[src/rtl/usb_susp_pkg.sv]
package usb_susp_pkg;
  typedef enum logic [2:0] {
    ST_NORMAL     = 3'd0,
    ST_SUSP_ENTER = 3'd1,
    ST_SUSP_GATED = 3'd2,
    ST_RESTORE    = 3'd3,
    ST_WAKE_WAIT  = 3'd4,
    ST_RESUME     = 3'd5
  } susp_st_e;
endpackage

[src/rtl/usb_susp_cnt.sv]
module usb_susp_cnt #(
  parameter int unsigned W = 4
) (
  input  logic         clk_i,
  input  logic         rst_ni,
  input  logic         clr_i,
  input  logic         inc_i,
  output logic [W-1:0] cnt_o
);
  logic [W-1:0] cnt_q;

  // saturating up-counter, clear wins
  always_ff @(posedge clk_i or negedge rst_ni) begin
    if (!rst_ni)                       cnt_q <= '0;
    else if (clr_i)                    cnt_q <= '0;
    else if (inc_i && (cnt_q != '1))   cnt_q <= cnt_q + W'(1);
  end

  assign cnt_o = cnt_q;
endmodule

[src/rtl/usb_susp_fsm.sv]
module usb_susp_fsm
  import usb_susp_pkg::*;
#(
  parameter int unsigned SETTLE_CYC    = 4,
  parameter int unsigned MIN_RESUME_MS = 20,
  parameter int unsigned WAKE_W        = 4,
  parameter int unsigned SET_W         = 3,
  parameter int unsigned MS_W          = 6
) (
  input  logic              clk_i,
  input  logic              rst_ni,
  input  logic              suspend_req_i,
  input  logic              resume_req_i,
  input  logic              resume_clr_i,
  input  logic              rwake_det_i,
  input  logic [WAKE_W-1:0] wake_ms_i,
  input  logic [SET_W-1:0]  settle_cnt_i,
  input  logic [MS_W-1:0]   ms_cnt_i,
  output susp_st_e          st_o,
  output logic              cnt_clr_o
);
  localparam logic [SET_W-1:0] SettleLast = SET_W'(SETTLE_CYC - 1);
  localparam logic [MS_W-1:0]  ResumeMin  = MS_W'(MIN_RESUME_MS);

  susp_st_e          st_q, st_d;
  logic              remote_q, remote_d;
  logic              clr_pend_q, clr_pend_d;
  logic [WAKE_W-1:0] wake_len_q, wake_len_d;

  logic settle_done, wait_done, res_done, sw_exit;

  assign settle_done = (settle_cnt_i == SettleLast);
  assign wait_done   = (ms_cnt_i >= MS_W'(wake_len_q));
  assign res_done    = (ms_cnt_i >= ResumeMin);
  assign sw_exit     = res_done && (clr_pend_q || resume_clr_i);

  always_comb begin
    st_d       = st_q;
    remote_d   = remote_q;
    clr_pend_d = clr_pend_q;
    wake_len_d = wake_len_q;
    unique case (st_q)
      ST_NORMAL: begin
        if (suspend_req_i) st_d = ST_SUSP_ENTER;
      end
      ST_SUSP_ENTER: st_d = ST_SUSP_GATED;
      ST_SUSP_GATED: begin
        // software resume outranks remote wakeup
        if (resume_req_i) begin
          st_d     = ST_RESTORE;
          remote_d = 1'b0;
        end else if (rwake_det_i) begin
          st_d       = ST_RESTORE;
          remote_d   = 1'b1;
          wake_len_d = (wake_ms_i == '0) ? WAKE_W'(1) : wake_ms_i;
        end
      end
      ST_RESTORE: begin
        if (settle_done) st_d = remote_q ? ST_WAKE_WAIT : ST_RESUME;
      end
      ST_WAKE_WAIT: begin
        if (wait_done) st_d = ST_RESUME;
      end
      ST_RESUME: begin
        if (resume_clr_i) clr_pend_d = 1'b1;
        if (remote_q ? res_done : sw_exit) st_d = ST_NORMAL;
      end
      default: st_d = ST_NORMAL;
    endcase
    // a clear only counts once resume drive is under way
    if (st_d != st_q && (st_d == ST_RESUME || st_d == ST_NORMAL)) clr_pend_d = 1'b0;
  end

  always_ff @(posedge clk_i or negedge rst_ni) begin
    if (!rst_ni) begin
      st_q       <= ST_NORMAL;
      remote_q   <= 1'b0;
      clr_pend_q <= 1'b0;
      wake_len_q <= WAKE_W'(1);
    end else begin
      st_q       <= st_d;
      remote_q   <= remote_d;
      clr_pend_q <= clr_pend_d;
      wake_len_q <= wake_len_d;
    end
  end

  assign st_o      = st_q;
  assign cnt_clr_o = (st_d != st_q);
endmodule

[src/rtl/usb_host_susp_ctrl.sv]
module usb_host_susp_ctrl
  import usb_susp_pkg::*;
#(
  parameter int unsigned SETTLE_CYC    = 4,
  parameter int unsigned MIN_RESUME_MS = 20,
  parameter int unsigned WAKE_W        = 4
) (
  input  logic              clk_i,
  input  logic              rst_ni,
  input  logic              suspend_req_i,
  input  logic              resume_req_i,
  input  logic              resume_clr_i,
  input  logic              rwake_det_i,
  input  logic [WAKE_W-1:0] wake_ms_i,
  input  logic              ms_tick_i,
  output logic              port_susp_o,
  output logic              stop_phy_clk_o,
  output logic              bus_clk_gate_o,
  output logic              resume_drv_o,
  output logic              normal_op_o
);
  localparam int unsigned SET_W = (SETTLE_CYC > 1) ? $clog2(SETTLE_CYC + 1) : 1;
  localparam int unsigned MS_W  = $clog2(MIN_RESUME_MS + (1 << WAKE_W) + 1);

  susp_st_e         st;
  logic             cnt_clr;
  logic [SET_W-1:0] settle_cnt;
  logic [MS_W-1:0]  ms_cnt;
  logic             settle_inc, ms_inc;

  assign settle_inc = (st == ST_RESTORE);
  assign ms_inc     = ms_tick_i && ((st == ST_WAKE_WAIT) || (st == ST_RESUME));

  usb_susp_fsm #(
    .SETTLE_CYC   (SETTLE_CYC),
    .MIN_RESUME_MS(MIN_RESUME_MS),
    .WAKE_W       (WAKE_W),
    .SET_W        (SET_W),
    .MS_W         (MS_W)
  ) u_fsm (
    .clk_i        (clk_i),
    .rst_ni       (rst_ni),
    .suspend_req_i(suspend_req_i),
    .resume_req_i (resume_req_i),
    .resume_clr_i (resume_clr_i),
    .rwake_det_i  (rwake_det_i),
    .wake_ms_i    (wake_ms_i),
    .settle_cnt_i (settle_cnt),
    .ms_cnt_i     (ms_cnt),
    .st_o         (st),
    .cnt_clr_o    (cnt_clr)
  );

  usb_susp_cnt #(.W(SET_W)) u_settle_cnt (
    .clk_i (clk_i),
    .rst_ni(rst_ni),
    .clr_i (cnt_clr),
    .inc_i (settle_inc),
    .cnt_o (settle_cnt)
  );

  usb_susp_cnt #(.W(MS_W)) u_ms_cnt (
    .clk_i (clk_i),
    .rst_ni(rst_ni),
    .clr_i (cnt_clr),
    .inc_i (ms_inc),
    .cnt_o (ms_cnt)
  );

  always_comb begin
    port_susp_o    = 1'b0;
    stop_phy_clk_o = 1'b0;
    bus_clk_gate_o = 1'b0;
    resume_drv_o   = 1'b0;
    normal_op_o    = 1'b0;
    unique case (st)
      ST_NORMAL:     normal_op_o = 1'b1;
      ST_SUSP_ENTER: port_susp_o = 1'b1;
      ST_SUSP_GATED: begin
        port_susp_o    = 1'b1;
        stop_phy_clk_o = 1'b1;
        bus_clk_gate_o = 1'b1;
      end
      ST_RESTORE,
      ST_WAKE_WAIT:  port_susp_o  = 1'b1;
      ST_RESUME:     resume_drv_o = 1'b1;
      default:       normal_op_o  = 1'b1;
    endcase
  end
endmodule

[config.mk]
export PLATFORM = sky130hd
export DESIGN_NAME = usb_host_susp_ctrl
export DESIGN_NICKNAME = d
export VERILOG_FILES = /design/src/rtl/usb_susp_pkg.sv /design/src/rtl/usb_susp_cnt.sv /design/src/rtl/usb_susp_fsm.sv /design/src/rtl/usb_host_susp_ctrl.sv
export SDC_FILE = /design/constraint.sdc
export NUM_CORES = 1
export LEC_CHECK = 0
export CORE_UTILIZATION = 40
export DETAILED_ROUTE_END_ITERATION = 7
export PLACE_DENSITY = 0.73
export SYNTH_ARGS = -nofsm -noshare
export SYNTH_HDL_FRONTEND = slang
export SYNTH_SLANG_ARGS = --single-unit
[constraint.sdc]
create_clock -name clk_i -period 4.93 [get_ports clk_i]
set_clock_uncertainty 0.05 [all_clocks]
set_input_delay 0.986 -clock clk_i [delete_from_list [all_inputs] [get_ports clk_i]]
set_output_delay 0.986 -clock clk_i [all_outputs]
set_load 0.1 [all_outputs]
# After elaboration in Yosys (flattened, before gate mapping)

Cells that the tools add are included.

Register bits: 18
Latch bits: 0
Bits in writable memories: 0
ROM bits: 0
Bits of input ports: 11
Output and inout bits: 5
Logic and storage cells: 65
Memories kept: 0

$add $sub $neg: 2
Multipliers: 0
Div/mod/pow operators: 0
$lt $le $gt $ge: 2
Equality and inequality tests: 10
Shift-type cells: 0
Mux-type cells: 23
Bitwise gates (word level): 1
Reductions and logical operators: 21

Operator list:

| kind                  | number |
|---|---|
| $mux W3               | 8 |
| $pmux W3 S6           | 1 |
| $mux W6               | 2 |
| $mux W1               | 11 |
| $reduce_bool A2 Y1    | 5 |
| $eq A3 B2 Y1 const B  | 3 |
| $eq A3 B3 Y1 const B  | 3 |
| $add A6 B1 Y6 const B | 1 |
| $ge A6 B4 Y1          | 1 |
| $ge A6 B5 Y1 const B  | 1 |
| $logic_not A3 Y1      | 2 |
| $ne A6 B6 Y1 const B  | 1 |
| $logic_and A1 B1 Y1   | 5 |
| $reduce_or A5 Y1      | 1 |
| $logic_not A4 Y1      | 1 |
| $mux W4               | 1 |
| $reduce_and A2 Y1     | 2 |
| $reduce_or A4 Y1      | 1 |
| $add A3 B1 Y3 const B | 1 |
| $eq A3 B1 Y1 const B  | 1 |
| $logic_or A1 B1 Y1    | 3 |
| $ne A3 B3 Y1          | 1 |
| $ne A3 B3 Y1 const B  | 1 |
| $reduce_and A3 Y1     | 1 |
| $not A1 Y1            | 1 |

# Depth between registers and ports, before layout

Depth in word-level cells: 10
Depth in mapped cells: 7
Gate-level depth less buffers: 7

# By module

Synthesis repeated with hierarchy kept, for this count alone.

Cells, all modules: 132
Area, all modules: 1255.0 µm²

By module, submodules not included:

| module                      | instances | cells each | area each (µm²) | seq. area each (µm²) |
|---|---|---|---|---|
| usb_susp_fsm                | 1         | 73         | 651.9           | 226.5 |
| usb_susp_cnt (u_ms_cnt)     | 1         | 35         | 345.3           | 150.1 |
| usb_susp_cnt (u_settle_cnt) | 1         | 15         | 183.9           | 75.1 |
| usb_host_susp_ctrl          | 1         | 9          | 73.8            | 0.0 |

# Worst setup path before layout

OpenSTA, ideal clock, no wires.

Path type: register -> output
Start point: register u_fsm.st_q[2] (netlist: u_fsm.st_o[2])
End point: output port normal_op_o
Arrival time: 2.833 ns
Required time: 3.894 ns
Path slack: 1.061 ns
Stages on the path, launching flop included: 4
Buffers on the path: 1
Cell sequence: dfrtp_1 -> buf_4 -> or2_0 -> o21ai_0

Cells in the longest elaborated chain, start to end: 3
Elaborated cells between the ends (all ways): 7
Classes of those cells: eq/ne: 5; mux: 1; reduce/logical: 1

Ends and longest elaborated chain:

| element                              | RTL line                 | text |
|---|---|---|
| start: declaration                   | usb_susp_fsm.sv:25       | `susp_st_e st_q, st_d;` |
| start signal: assignment             | usb_susp_fsm.sv:81       | `st_q <= st_d;` |
| $eq A3 B3 Y1 (tied with other cells) | usb_host_susp_ctrl.sv:76 | `unique case (st)` |
| $reduce_or A5 Y1 (no line) *         | --                       |  |
| $mux W1 *                            | usb_host_susp_ctrl.sv:76 |  |
| end: declaration                     | usb_host_susp_ctrl.sv:20 | `output logic normal_op_o` |

Mark *: on every way between the ends. The rest lies on a longest branch, timed or not.

# Worst setup path in the final report

Start point: register u_fsm.st_q[1] (netlist: u_fsm.st_o[1])
End point: output port bus_clk_gate_o

Cells in the longest elaborated chain, start to end: 2

Ends and longest elaborated chain:

| element          | RTL line                 | text |
|---|---|---|
| $eq A3 B2 Y1     | usb_host_susp_ctrl.sv:76 |  |
| $mux W1          | usb_host_susp_ctrl.sv:76 |  |
| end: declaration | usb_host_susp_ctrl.sv:18 | `output logic bus_clk_gate_o,` |

Every way passes these cells.

==> flow_summary.ini <==
[clock_network]
cts_buffer_depth = 2
h-tree-depth = 1
post-cts-setup-buffers = 0
cts_hold_buf = 0
cts-buffers-inserted = 3
ctsResizeCount = 0
cts_sinks = 18
cts_root_buf = clkbuf_4
cts_tree = yes
clk_latency_ns = 0.31
clk_pin_slew_worst_paths_ns = 0.11

[floorplanning]
fp.dieW_um = 55.8
initial_utilization_pct = 42.0
io_pins = 16
die_y_um = 55.8
design.core.area_um2 = 2760
rows = 19
die-area_um2 = 3110

[sta]
fin_crit_ns = 3.56
finalSetupViolCount = 0
drv_slew = 0
final_hold_viol_count = 0
setup_tns_ns = 0
slew_headroom_pct = 35.7
clock.fmax_mhz = 281
worst_slew_pin_slew_ns = 0.961
rsz0062_at_grt = no
fin_crit_sh_pct = 72.2

[logic_synthesis]
ys_types = 45
yosys_most_used_dff = dfrtp_1
synth_edf_count = 0
yosys_warnings = 0
synth_nets = 136
synth_seq_cells = 18
seq_area_frac_synth_pct = 39.0
synth_cells = 116
postSynthAreaPerCell_um2 = 9.98
ys_async_sr_fraction_pct = 100
netlist_area_um2 = 1160

[power_and_ir_drop]
combPwrFrac_pct = 55.9
p_seq_share_pct = 33.0
p_clk_share_pct = 11.1
power_density_nw_per_um2 = 541
p_sw_mw = 0.361
peakVddDrop_v = 0.000394
leakagePower_nw = 0.575
swShare_pct = 49.7
p_int_mw = 0.365

[setup_path]
r2r_start = u_ms_cnt.cnt_o[3]$_DFFE_PN0P_
r2r_cells = 6
critPathMaxFanout = 9
start_kind = flop
endpoint_kind = output pin
cp.arrival_ns = 2.52
cp.required_ns = 3.89
r2r_slack_ns = 2.76
path_class = flop to output pin
reg2reg_to = u_fsm.clr_pend_q$_DFFE_PN0P_

[min_path]
min_to = u_fsm.wake_len_q[0]$_DFFE_PN1P_
min_path_cells = 2
hold_start = u_fsm.wake_len_q[0]$_DFFE_PN1P_
min-delay-path-class = flop to flop

[global_routing]
overflow = 0
antenna_found_initial = 0
grt_pass1_wl_mm = 4.16
grt.busiest_layer = met2
grt_pass1_vias = 932
grtUsageTotal_pct = 16.9
grt_max_degree = 19
gr-usage-met2_pct = 26.0
gr-usage-met1_pct = 22.9
grtUsageMet3_pct = 5.12

[final_layout]
final_nets = 153
drive_gt1_share_pct = 9.85
fin_area_um2 = 1340
area_growth_pct = 16.1
diodes = 0

[run_status]
outcome = completed

[route]
viasPerCell = 5.47
drt_first_pass_iters = 4
drc_errors = 0
finalWirelength_mm = 2.30
wire_per_inst_um = 14.1
drt_iter0_drc = 21
ant_nets = 0
num_vias = 891

[placement]
portBuffers = 15
gp_congestion = 0.809
placed_cell_area_um2 = 1320
hpwl_mm = 1.73

[flow_run]
drv_cap = 0
## worst max-delay path by stage
stage,from,end
floorplan,u_fsm.st_o[2]$_DFF_PN0_,normal_op_o
global placement,u_fsm.st_o[1]$_DFF_PN0_,stop_phy_clk_o
detailed placement,u_fsm.st_o[1]$_DFF_PN0_,bus_clk_gate_o
CTS,u_fsm.st_o[1]$_DFF_PN0_,bus_clk_gate_o
global route,u_fsm.st_o[1]$_DFF_PN0_,bus_clk_gate_o
finish,u_fsm.st_o[1]$_DFF_PN0_,bus_clk_gate_o
## cells by family (layout without fill, tap and decap cells)
group                    after synthesis  count (layout)  synth area share, %
AO/OA/AOI/OAI                         26              26                 17.7
adder cells (fa/ha/maj)                9               9                 9.73
buffers and inverters                 11              27                 5.08
XOR/XNOR                               7               7                 5.30
flip-flops                            18              18                 39.0
multiplexers                           1               1                0.865
AND/OR/NAND/NOR                       44              44                 22.3
## worst max-delay path, stage by stage (launching register included)
cell,delay [ns]
dfrtp_1,0.49
or2b_1,0.31
nor2_1,0.23
clkdlybuf4s50_1,1.18
## sequential cells by signal, summed over array words and instances, names as in the netlist
name / count
u_fsm.clr_pend_q: 1
u_fsm.wake_len_q: 4
u_fsm.st_o: 3
u_fsm.remote_q: 1
u_settle_cnt.cnt_o: 3
u_ms_cnt.cnt_o: 6
## power groups by stage
| stage | registers (mW) | logic (mW) | clock network (mW) |
|---|---|---|---|
| after floorplan | 0.218 | 0.347 | 0 |
| after global placement | 0.238 | 0.395 | 0 |
| after detailed placement | 0.242 | 0.407 | 0 |
| after CTS | 0.239 | 0.409 | 0.0848 |
| after global routing | 0.247 | 0.446 | 0.0895 |
| final | 0.240 | 0.406 | 0.0807 |
## cell usage after synthesis (2+ instances only)
cell / n / area share, %
ha_1: 9 / 9.7
a21oi_1: 5 / 2.2
dfrtp_1: 17 / 37
nor3_1: 2 / 0.86
inv_1: 8 / 2.6
xor2_1: 4 / 3.0
nand2_1: 7 / 2.3
nor3b_2: 2 / 2.2
and3_1: 2 / 1.1
nand4_1: 2 / 1.1
nor2_1: 16 / 5.2
buf_4: 2 / 1.3
nand3_1: 2 / 0.86
xnor2_1: 3 / 2.3
o21ai_0: 5 / 2.2
## cell type report
cell class / count / area [um2]
fillers: 271 / 1410
repair buffers: 15 / 150
clock buffers: 4 / 26.3
well taps: 31 / 38.8
inverters: 8 / 30.0
multi-input cells: 87 / 647
flip-flops and latches: 18 / 452
## layer usage
layer	share of wire [%]	vias to the layer above
li1	-	440
met1	50	428
met2	45	18
met3	3.4	5
met4	1.4	0
met5	0	-
## layout by cell type (no fill, tap or decap), types with 2 or more instances in the layout
master and count:
nand3_1 2, and3_1 2, a21oi_1 5, xnor2_1 3
nand2_1 7, nor3_1 2, clkbuf_4 3, nor3b_2 2
xor2_1 4, o21ai_0 5, inv_1 8, dfrtp_1 17
ha_1 9, nand4_1 2, nor2_1 16, clkdlybuf4s50_1 15
## per-stage QoR
step           power (mW)  util [%]  worst slack (ns)  std cells  hold slack (ns)
6_report            0.727      48.7              1.37        163            0.474
5_1_grt             0.783      48.7              1.23        163            0.500
4_1_cts             0.733      48.7              1.37        163            0.486
3_5_place_dp        0.649      47.8              1.72        159            0.466
3_3_place_gp        0.633      47.8              1.77        159            0.449
2_1_floorplan       0.565         -              1.06        116            0.433
Power figures use the tool's default switching activity.
